### src/rtl/qfr_pkg.sv
package qfr_pkg;

  typedef enum logic [2:0] {
    ST_IDLE  = 3'd0,
    ST_CMD   = 3'd1,
    ST_ADDR  = 3'd2,
    ST_DUMMY = 3'd3,
    ST_DATA  = 3'd4,
    ST_DONE  = 3'd5
  } qfr_state_e;

  localparam logic [7:0] QFR_OPCODE   = 8'hEB;
  localparam int         QFR_LANES    = 4;
  localparam int         QFR_CMD_CLKS = 8;
  localparam int         QFR_ADR_CLKS = 8;

endpackage

### src/rtl/qfr_seq.sv
module qfr_seq
  import qfr_pkg::*;
#(
  parameter int LEN_W      = 8,
  parameter int DUMMY_SLOW = 4,
  parameter int DUMMY_FAST = 8
) (
  input  logic             clk,
  input  logic             rst_n,
  input  logic             req_valid,
  input  logic [LEN_W-1:0] req_len,
  input  logic             req_fast,
  input  logic             out_full,
  input  logic             out_ready,
  output logic             req_ready,
  output logic             accept,
  output qfr_state_e       state,
  output logic             sclk_hi,
  output logic             fall,
  output logic             nib_lo
);

  localparam int MAXC  = (DUMMY_FAST > QFR_CMD_CLKS) ? DUMMY_FAST : QFR_CMD_CLKS;
  localparam int CNT_W = (MAXC > 1) ? $clog2(MAXC) : 1;
  localparam logic [CNT_W-1:0] CMD_LAST  = CNT_W'(QFR_CMD_CLKS - 1);
  localparam logic [CNT_W-1:0] ADR_LAST  = CNT_W'(QFR_ADR_CLKS - 1);
  localparam logic [CNT_W-1:0] SLOW_LAST = CNT_W'(DUMMY_SLOW - 1);
  localparam logic [CNT_W-1:0] FAST_LAST = CNT_W'(DUMMY_FAST - 1);

  qfr_state_e       st_q, st_d;
  logic             ph_q, ph_d;
  logic [CNT_W-1:0] cnt_q, cnt_d;
  logic [LEN_W-1:0] left_q, left_d;
  logic             fast_q, fast_d;
  logic             active;
  logic             hold;
  logic [CNT_W-1:0] dummy_last;

  assign active     = (st_q == ST_CMD) || (st_q == ST_ADDR) ||
                      (st_q == ST_DUMMY) || (st_q == ST_DATA);
  assign hold       = (st_q == ST_DATA) && !ph_q && cnt_q[0] && out_full && !out_ready;
  assign fall       = active && ph_q;
  assign accept     = (st_q == ST_IDLE) && req_valid && (req_len != '0);
  assign req_ready  = (st_q == ST_IDLE);
  assign dummy_last = fast_q ? FAST_LAST : SLOW_LAST;

  always_comb begin
    st_d   = st_q;
    cnt_d  = cnt_q;
    left_d = left_q;
    fast_d = fast_q;
    ph_d   = 1'b0;
    if (active) begin
      ph_d = hold ? ph_q : ~ph_q;
    end
    unique case (st_q)
      ST_IDLE: begin
        if (accept) begin
          st_d   = ST_CMD;
          cnt_d  = '0;
          left_d = req_len;
          fast_d = req_fast;
        end
      end
      ST_CMD: begin
        if (fall) begin
          cnt_d = cnt_q + 1'b1;
          if (cnt_q == CMD_LAST) begin
            st_d  = ST_ADDR;
            cnt_d = '0;
          end
        end
      end
      ST_ADDR: begin
        if (fall) begin
          cnt_d = cnt_q + 1'b1;
          if (cnt_q == ADR_LAST) begin
            st_d  = ST_DUMMY;
            cnt_d = '0;
          end
        end
      end
      ST_DUMMY: begin
        if (fall) begin
          cnt_d = cnt_q + 1'b1;
          if (cnt_q == dummy_last) begin
            st_d  = ST_DATA;
            cnt_d = '0;
          end
        end
      end
      ST_DATA: begin
        if (fall) begin
          cnt_d = cnt_q + 1'b1;
          if (cnt_q[0]) begin
            left_d = left_q - 1'b1;
            if (left_q == LEN_W'(1)) begin
              st_d = ST_DONE;
            end
          end
        end
      end
      ST_DONE: st_d = ST_IDLE;
      default: st_d = ST_IDLE;
    endcase
  end

  always_ff @(posedge clk or negedge rst_n) begin
    if (!rst_n) begin
      st_q   <= ST_IDLE;
      ph_q   <= 1'b0;
      cnt_q  <= '0;
      left_q <= '0;
      fast_q <= 1'b0;
    end else begin
      st_q   <= st_d;
      ph_q   <= ph_d;
      cnt_q  <= cnt_d;
      left_q <= left_d;
      fast_q <= fast_d;
    end
  end

  assign state   = st_q;
  assign sclk_hi = ph_q;
  assign nib_lo  = cnt_q[0];


  zero_len_ignored_chk: assert property (@(posedge clk) disable iff (!rst_n)
    (req_ready && req_valid && (req_len == '0)) |=> (state == ST_IDLE));

endmodule

### src/rtl/qfr_tx.sv
module qfr_tx
  import qfr_pkg::*;
(
  input  logic        clk,
  input  logic        rst_n,
  input  logic        accept,
  input  logic [23:0] req_addr,
  input  logic [7:0]  req_mode,
  input  qfr_state_e  state,
  input  logic        fall,
  output logic [3:0]  lane_oe,
  output logic [3:0]  lane_out
);

  localparam int SH_W = 8 + 24 + 8;

  logic [SH_W-1:0]      sh_q, sh_d;
  logic [QFR_LANES-1:0] quad_bits;

  genvar g;
  generate
    for (g = 0; g < QFR_LANES; g++) begin : g_lane_map
      assign quad_bits[g] = sh_q[SH_W-QFR_LANES+g];
    end
  endgenerate

  always_comb begin
    sh_d = sh_q;
    if (accept) begin
      sh_d = {QFR_OPCODE, req_addr, req_mode};
    end else if (fall && (state == ST_CMD)) begin
      sh_d = {sh_q[SH_W-2:0], 1'b0};
    end else if (fall && (state == ST_ADDR)) begin
      sh_d = {sh_q[SH_W-QFR_LANES-1:0], {QFR_LANES{1'b0}}};
    end
  end

  always_ff @(posedge clk or negedge rst_n) begin
    if (!rst_n) begin
      sh_q <= '0;
    end else begin
      sh_q <= sh_d;
    end
  end

  always_comb begin
    lane_oe  = 4'b0000;
    lane_out = 4'b0000;
    if (state == ST_CMD) begin
      lane_oe  = 4'b0001;
      lane_out = {3'b000, sh_q[SH_W-1]};
    end else if (state == ST_ADDR) begin
      lane_oe  = 4'b1111;
      lane_out = quad_bits;
    end
  end


  lane_oe_legal_chk: assert property (@(posedge clk) disable iff (!rst_n)
    (lane_oe == 4'b0000) || (lane_oe == 4'b0001) || (lane_oe == 4'b1111));

endmodule

### src/rtl/qfr_rx.sv
module qfr_rx
  import qfr_pkg::*;
(
  input  logic       clk,
  input  logic       rst_n,
  input  qfr_state_e state,
  input  logic       fall,
  input  logic       nib_lo,
  input  logic [3:0] lane_in,
  input  logic       out_ready,
  output logic [7:0] out_data,
  output logic       out_valid
);

  logic [3:0] hi_q, hi_d;
  logic [7:0] dat_q, dat_d;
  logic       vld_q, vld_d;
  logic       cap;

  assign cap = fall && (state == ST_DATA);

  always_comb begin
    hi_d  = hi_q;
    dat_d = dat_q;
    vld_d = vld_q;
    if (vld_q && out_ready) begin
      vld_d = 1'b0;
    end
    if (cap && !nib_lo) begin
      hi_d = lane_in;
    end
    if (cap && nib_lo) begin
      dat_d = {hi_q, lane_in};
      vld_d = 1'b1;
    end
  end

  always_ff @(posedge clk or negedge rst_n) begin
    if (!rst_n) begin
      hi_q  <= '0;
      dat_q <= '0;
      vld_q <= 1'b0;
    end else begin
      hi_q  <= hi_d;
      dat_q <= dat_d;
      vld_q <= vld_d;
    end
  end

  assign out_data  = dat_q;
  assign out_valid = vld_q;


  stall_hold_chk: assert property (@(posedge clk) disable iff (!rst_n)
    (out_valid && !out_ready) |=> (out_valid && $stable(out_data)));

endmodule

### src/rtl/qfr_top.sv
module qfr_top
  import qfr_pkg::*;
#(
  parameter int LEN_W      = 8,
  parameter int DUMMY_SLOW = 4,
  parameter int DUMMY_FAST = 8
) (
  input  logic             clk,
  input  logic             rst_n,
  input  logic             req_valid,
  output logic             req_ready,
  input  logic [23:0]      req_addr,
  input  logic [7:0]       req_mode,
  input  logic [LEN_W-1:0] req_len,
  input  logic             req_fast,
  output logic [7:0]       out_data,
  output logic             out_valid,
  input  logic             out_ready,
  output logic             cs_n,
  output logic             sclk,
  output logic [3:0]       lane_oe,
  output logic [3:0]       lane_out,
  input  logic [3:0]       lane_in
);

  qfr_state_e state;
  logic       accept;
  logic       sclk_hi;
  logic       fall;
  logic       nib_lo;

  qfr_seq #(
    .LEN_W      (LEN_W),
    .DUMMY_SLOW (DUMMY_SLOW),
    .DUMMY_FAST (DUMMY_FAST)
  ) i_seq (
    .clk       (clk),
    .rst_n     (rst_n),
    .req_valid (req_valid),
    .req_len   (req_len),
    .req_fast  (req_fast),
    .out_full  (out_valid),
    .out_ready (out_ready),
    .req_ready (req_ready),
    .accept    (accept),
    .state     (state),
    .sclk_hi   (sclk_hi),
    .fall      (fall),
    .nib_lo    (nib_lo)
  );

  qfr_tx i_tx (
    .clk      (clk),
    .rst_n    (rst_n),
    .accept   (accept),
    .req_addr (req_addr),
    .req_mode (req_mode),
    .state    (state),
    .fall     (fall),
    .lane_oe  (lane_oe),
    .lane_out (lane_out)
  );

  qfr_rx i_rx (
    .clk       (clk),
    .rst_n     (rst_n),
    .state     (state),
    .fall      (fall),
    .nib_lo    (nib_lo),
    .lane_in   (lane_in),
    .out_ready (out_ready),
    .out_data  (out_data),
    .out_valid (out_valid)
  );

  assign cs_n = (state == ST_IDLE) || (state == ST_DONE);
  assign sclk = sclk_hi;


  idle_quiet_chk: assert property (@(posedge clk) disable iff (!rst_n)
    cs_n |-> (!sclk && (lane_oe == 4'b0000)));


  lanes_stay_released_chk: assert property (@(posedge clk) disable iff (!rst_n)
    (!cs_n && (lane_oe == 4'b0000)) |=> (cs_n || (lane_oe == 4'b0000)));

endmodule

### config.mk
export PLATFORM = sky130hd
export DESIGN_NAME = qfr_top
export DESIGN_NICKNAME = d
export VERILOG_FILES = /design/src/rtl/qfr_pkg.sv /design/src/rtl/qfr_seq.sv /design/src/rtl/qfr_tx.sv /design/src/rtl/qfr_rx.sv /design/src/rtl/qfr_top.sv
export SDC_FILE = /design/constraint.sdc
export NUM_CORES = 1
export LEC_CHECK = 0
export ABC_AREA = 1
export ABC_CLOCK_PERIOD_IN_PS = 2500
export BUFFER_PORTS_ARGS = -buffer_cell sky130_fd_sc_hd__buf_2
export CAP_MARGIN = 20
export CORE_ASPECT_RATIO = 0.9
export CORE_UTILIZATION = 35
export DETAILED_ROUTE_END_ITERATION = 12
export PLACE_DENSITY = 0.58
export SLEW_MARGIN = 20
export SYNTH_ARGS = -nofsm -noshare
export SYNTH_HDL_FRONTEND = slang
export SYNTH_HIERARCHICAL = 1
export SYNTH_SLANG_ARGS = --single-unit
### constraint.sdc
create_clock -name clk -period 2.5 [get_ports clk]
set_clock_uncertainty 0.2 [all_clocks]
set_input_delay 0.25 -clock clk [delete_from_list [all_inputs] [get_ports clk]]
set_output_delay 0.25 -clock clk [all_outputs]
set_load 0.005 [all_outputs]
* Word level (Yosys, flattened, before mapping) *
Cells that the tools add are included.
Widths: inputs -> output; s select.

word-level totals
  word-level logic and storage cells = 97
  input port bits = 49
  flip-flop bits (word level) = 69
  output and inout bits = 20

cells by class
  eq/ne operators = 20
  $add $sub $neg = 2
  mux-type cells = 34
  reduce and logical (&&, ||, !) cells = 31
  bitwise logic cells = 1

operator list
  kind                 number
  $mux 40              3
  $mux 3               17
  $mux 8               3
  $mux 4               4
  $pmux 8 s2           1
  $pmux 3 s5           1
  $logic_and 1x1->1    13
  $ne 2x1->1 const B   6
  $ne 2x2->1 const B   6
  $pmux 3 s4           1
  $reduce_and 10->1    1
  $eq 3x3->1 const B   3
  $eq 8x1->1 const B   1
  $reduce_bool 8->1    1
  $sub 8x1->8 const B  1
  $eq 3x2->1 const B   2
  $reduce_and 5->1     1
  $logic_or 1x1->1     4
  $mux 1               4
  $reduce_and 4->1     1
  $reduce_bool 2->1    2
  $reduce_bool 4->1    1
  $add 3x1->3 const B  1
  $eq 3x1->1 const B   1
  other kinds (7)      9

* Longest topological paths before layout *
  word-level depth = 9
  mapped depth = 11
  gate-level depth less buffers = 10

* Hierarchy *
Netlist, hierarchy kept.

by module, submodules not included
  module   area each (sq um)  sequential area each (sq um)  times used  cells each
  qfr_tx   2494.9             1001.0                        1           345
  qfr_seq  1186.1             400.4                         1           169
  qfr_rx   566.8              325.3                         1           60
  qfr_top  23.8               0.0                           1           6

* Least setup slack after synthesis *
OpenSTA, ideal clock, no wires.

  kind = register to register
  start point = register i_seq.st_q[1] (netlist: i_seq/state[1])
  end point = register i_tx.sh_q[22]
  arrival = 2.041 ns
  setup slack = 0.194 ns
  clock period less this slack = 2.306 ns
  required time = 2.235 ns
  stages on the path, launching flop included = 11
  path buffers = 3
  cells stage by stage = dfrtp_1 -> inv_2 -> nand3_4 -> buf_2 -> a21oi_1 -> buf_2 -> buf_4 -> nand4_1 -> nand3_1 -> nand3_1 -> nand2_1

on the way
  longest elaborated chain between the ends = 8
  elaborated cells on any way between the ends = 16

ends and longest elaborated chain
  item                                      line            text
  start, declared                           qfr_seq.sv:30   qfr_state_e st_q, st_d;
  start signal, assigned                    qfr_seq.sv:116  st_q <= st_d;
  $eq 3x1->1 or $eq 3x2->1 (tied branches)  qfr_seq.sv:39   assign active = (st_q == ST_CMD) || (st_q == ST_ADDR) ||
  $logic_or 1x1->1 (2 in a row)             qfr_seq.sv:39
  $logic_or 1x1->1 *                        qfr_seq.sv:40   (st_q == ST_DUMMY) || (st_q == ST_DATA);
  $logic_and 1x1->1 *                       qfr_seq.sv:42   assign fall = active && ph_q;
  net fall                                  qfr_top.sv:29   logic fall;
  $logic_and 1x1->1                         qfr_tx.sv:31    end else if (fall && (state == ST_CMD)) begin
  $mux 40                                   qfr_tx.sv:31
  $mux 40                                   qfr_tx.sv:29    if (accept) begin
  end signal, assigned                      qfr_tx.sv:40    sh_q <= '0;
  end signal, assigned                      qfr_tx.sv:42    sh_q <= sh_d;
  end, declared                             qfr_tx.sv:17    logic [SH_W-1:0] sh_q, sh_d;

Mark *: on every way through the listed nets, which the timed path passes. The rest lies on a longest branch.
A chain may end at the register's enable or synchronous reset.

* Worst setup path after layout *
  start point = register i_seq.st_q[1] (netlist: i_seq/state[1])
  end point = register i_tx.sh_q[8]

Same word-level chain as after synthesis.

==> metrics.txt <==
slowest CP cell dfrtp_1; via count of the first global-routing pass 3812; Final GP Congestion 0.787; Max Slew Vio Count 0; Final #Nets 708; fin worst setup slack 251 ps; setup TNS 0 ps; top cell type's share of synthesized area 0.404; Sink Count 69; DR WL/cell 12.8 um; CP peak stage delay 480 ps; WL final 10500 um; Final min period 2250 ps; total track usage 0.171; vias 3997; Area Growth Syn to Fin 20.2%; largest net degree at the start of global routing 51; # fillers 1243; Worst slew margin 0.649; initial core utilization 0.366; PD cells 1210 mW/mm^2; max-cap violations 0; Post-synth top cells 189 x nand2_1, 83 x nand3_1, 69 x dfrtp_1, 42 x nand4_1, 36 x nor2_1; number of remaining DRC errors 0; largest fanout on the critical path 30; most frequent cell after synthesis nand2_1; Die Height 107 um; Layout Utilization 0.440; clock latency on the worst-skew pair 320 ps; Synth Register Bits 69; total gr overflow 0; DP Area 0.00473 mm^2; top cells by area, synth dfrtp_1 40%, nand2_1 17%, nand3_1 9.7%, nand4_1 6.2%, or2_2 4.1%; Critical Path, Cell by Cell inv_2, nand3_4, a21oi_2, buf_4, nand2_4, nand2_4, inv_2, nand2_1, nand2_1; initial antenna violation count 0; crit-path leading delay family buffers and inverters; first-pass GRT wire length 17600 um; clock slew at reported path FFs 50 ps; Rows 37; post-cts sizing count 0; static leakage 0.00263 uW; Hold Fails Final Rpt 0; width of the die 118 um; synth warn 6; Max VDD drop 0.452 mV; Syn Nets 633; period utilization 0.900; mapped cell area 0.00427 mm^2; Placed Cells 789; Seq/Total Area, Yosys 0.404; TritonCTS clock tree done; Post-synth EDFFs 0; count of cell types in the netlist 29; arrival time worst endpoint 2270 ps; ratio of cells with drive above 1 in the final layout 0.242; Ports 69; RSZ-0062 raised after global routing false; WS Path Type reg -> reg; syn avg cell area 7.36 um^2; cell taking the most area after synthesis dfrtp_1; Die ar. 0.0127 mm^2; CTS HTree Levels 3; Detailed Place HPWL 7350 um; Vias/cell 4.90; Post-Synthesis Cells 580; cts bufs inserted 9; Hold WC Path Type in -> reg; Critical Path Source Type flop; Core Box Area 0.0117 mm^2; Post-synth top flop dfrtp_1; Finished Cell Area 0.00513 mm^2; First DRT Iteration DRCs 269; nature of the critical path endpoint flop; FFs w/ async S/R, synth 1.00; fmax 445 MHz; status finished clean; Root Buffer clkbuf_16; CTS Buffer Depth 2; actual slew at the worst max-slew pin 526 ps; DRT antenna net count 0; Critical Path RT 2520 ps; fin cells 816; Pre-antenna DRT Iters 4; diode count 0; Post-Place Setup Slack 253 ps; number of port buffers 68; WP buf/inv 3; Final setup violation count 0
## cell usage in the layout, fill, tap and decap left out, drive strengths merged, types with 2 or more instances in the layout
cell / n
nand2: 197
nand3: 90
buf: 87
dfrtp: 69
nand4: 42
nor2: 39
inv: 39
or2: 30
o21ai: 27
clkbuf: 12
dlygate4sd3: 11
ha: 4
a21oi: 4
clkinv: 2
nor3: 2
## repair_timing
action                    CTS  global route
setup buffers               0             0
hold endpoints to repair   34             0
hold buffers               11             0
## sequential cells by signal (all words and copies together), names as in the netlist
register        count
i_tx/sh_q          40
i_rx/out_data       8
i_seq/left_q        8
i_rx/hi_q           4
i_seq/cnt_q         3
i_seq/state         3
i_rx/out_valid      1
i_seq/fast_q        1
i_seq/sclk_hi       1
## report_power, final
part	total [uW]	internal, uW	switching [uW]
registers	1980	1600	379
logic	2990	1090	1890
clock network	1260	796	463
total	6230	3490	2740
## cell families (layout without fill, tap and decap cells)
| logic type | count (synthesis) | count (layout) | synth area share |
|---|---|---|---|
| flip-flops | 69 | 69 | 0.404 |
| AO/OA/AOI/OAI | 33 | 33 | 0.0413 |
| adder cells (fa/ha/maj) | 4 | 4 | 0.0117 |
| buffers and inverters | 73 | 153 | 0.0896 |
| AND/OR/NAND/NOR | 401 | 401 | 0.453 |
## path summary, 6_finish.rpt
check / start / endpoint / slack (ps) / cells after the start
max in group asynchronous: rst_n / i_tx/sh_q[24] / 1240 / 3
min in group asynchronous: rst_n / i_rx/out_data[3] / 220 / 2
worst min register to register: i_rx/hi_q[1] / i_rx/hi_q[1] / 270 / 2
worst max-delay path: i_seq/state[1] / i_tx/sh_q[8] / 250 / 9
worst min-delay path: req_addr[4] / i_tx/sh_q[12] / 30 / 4
worst max register to register: i_seq/state[1] / i_tx/sh_q[8] / 250 / 9
## routing by layer
| layer | part of all wire | global-route usage |
|---|---|---|
| met1 | 0.49 | 0.225 |
| met5 | 0 | 0 |
| met4 | 0.0099 | 0.0624 |
| met2 | 0.46 | 0.275 |
| met3 | 0.038 | 0.0378 |
## area by class of cell
type                    instances  area, um^2  share of cell area
flip-flops and latches         69        1730               0.336
clock inverters                 4        47.5             0.00926
repair buffers                 98         606               0.118
multi-input cells             438        2170               0.422
well taps                     156         195              0.0380
inverters                      39         146              0.0285
clock buffers                  12         246              0.0480
## tightest hold or removal path, cell delays in order
cell,delay [ps]
buf_2,70
or2_2,90
nand3_1,60
nand2_1,50
## metrics by stage
step,hold slack (ps),total power [uW]
after CTS,25.7,6280
final,32.7,6230
after floorplan,-246,4270
after global placement,36.8,4910
after detailed placement,39.3,4960
after global routing,39.6,6770
No activity file was read; power rests on OpenSTA's default activity.
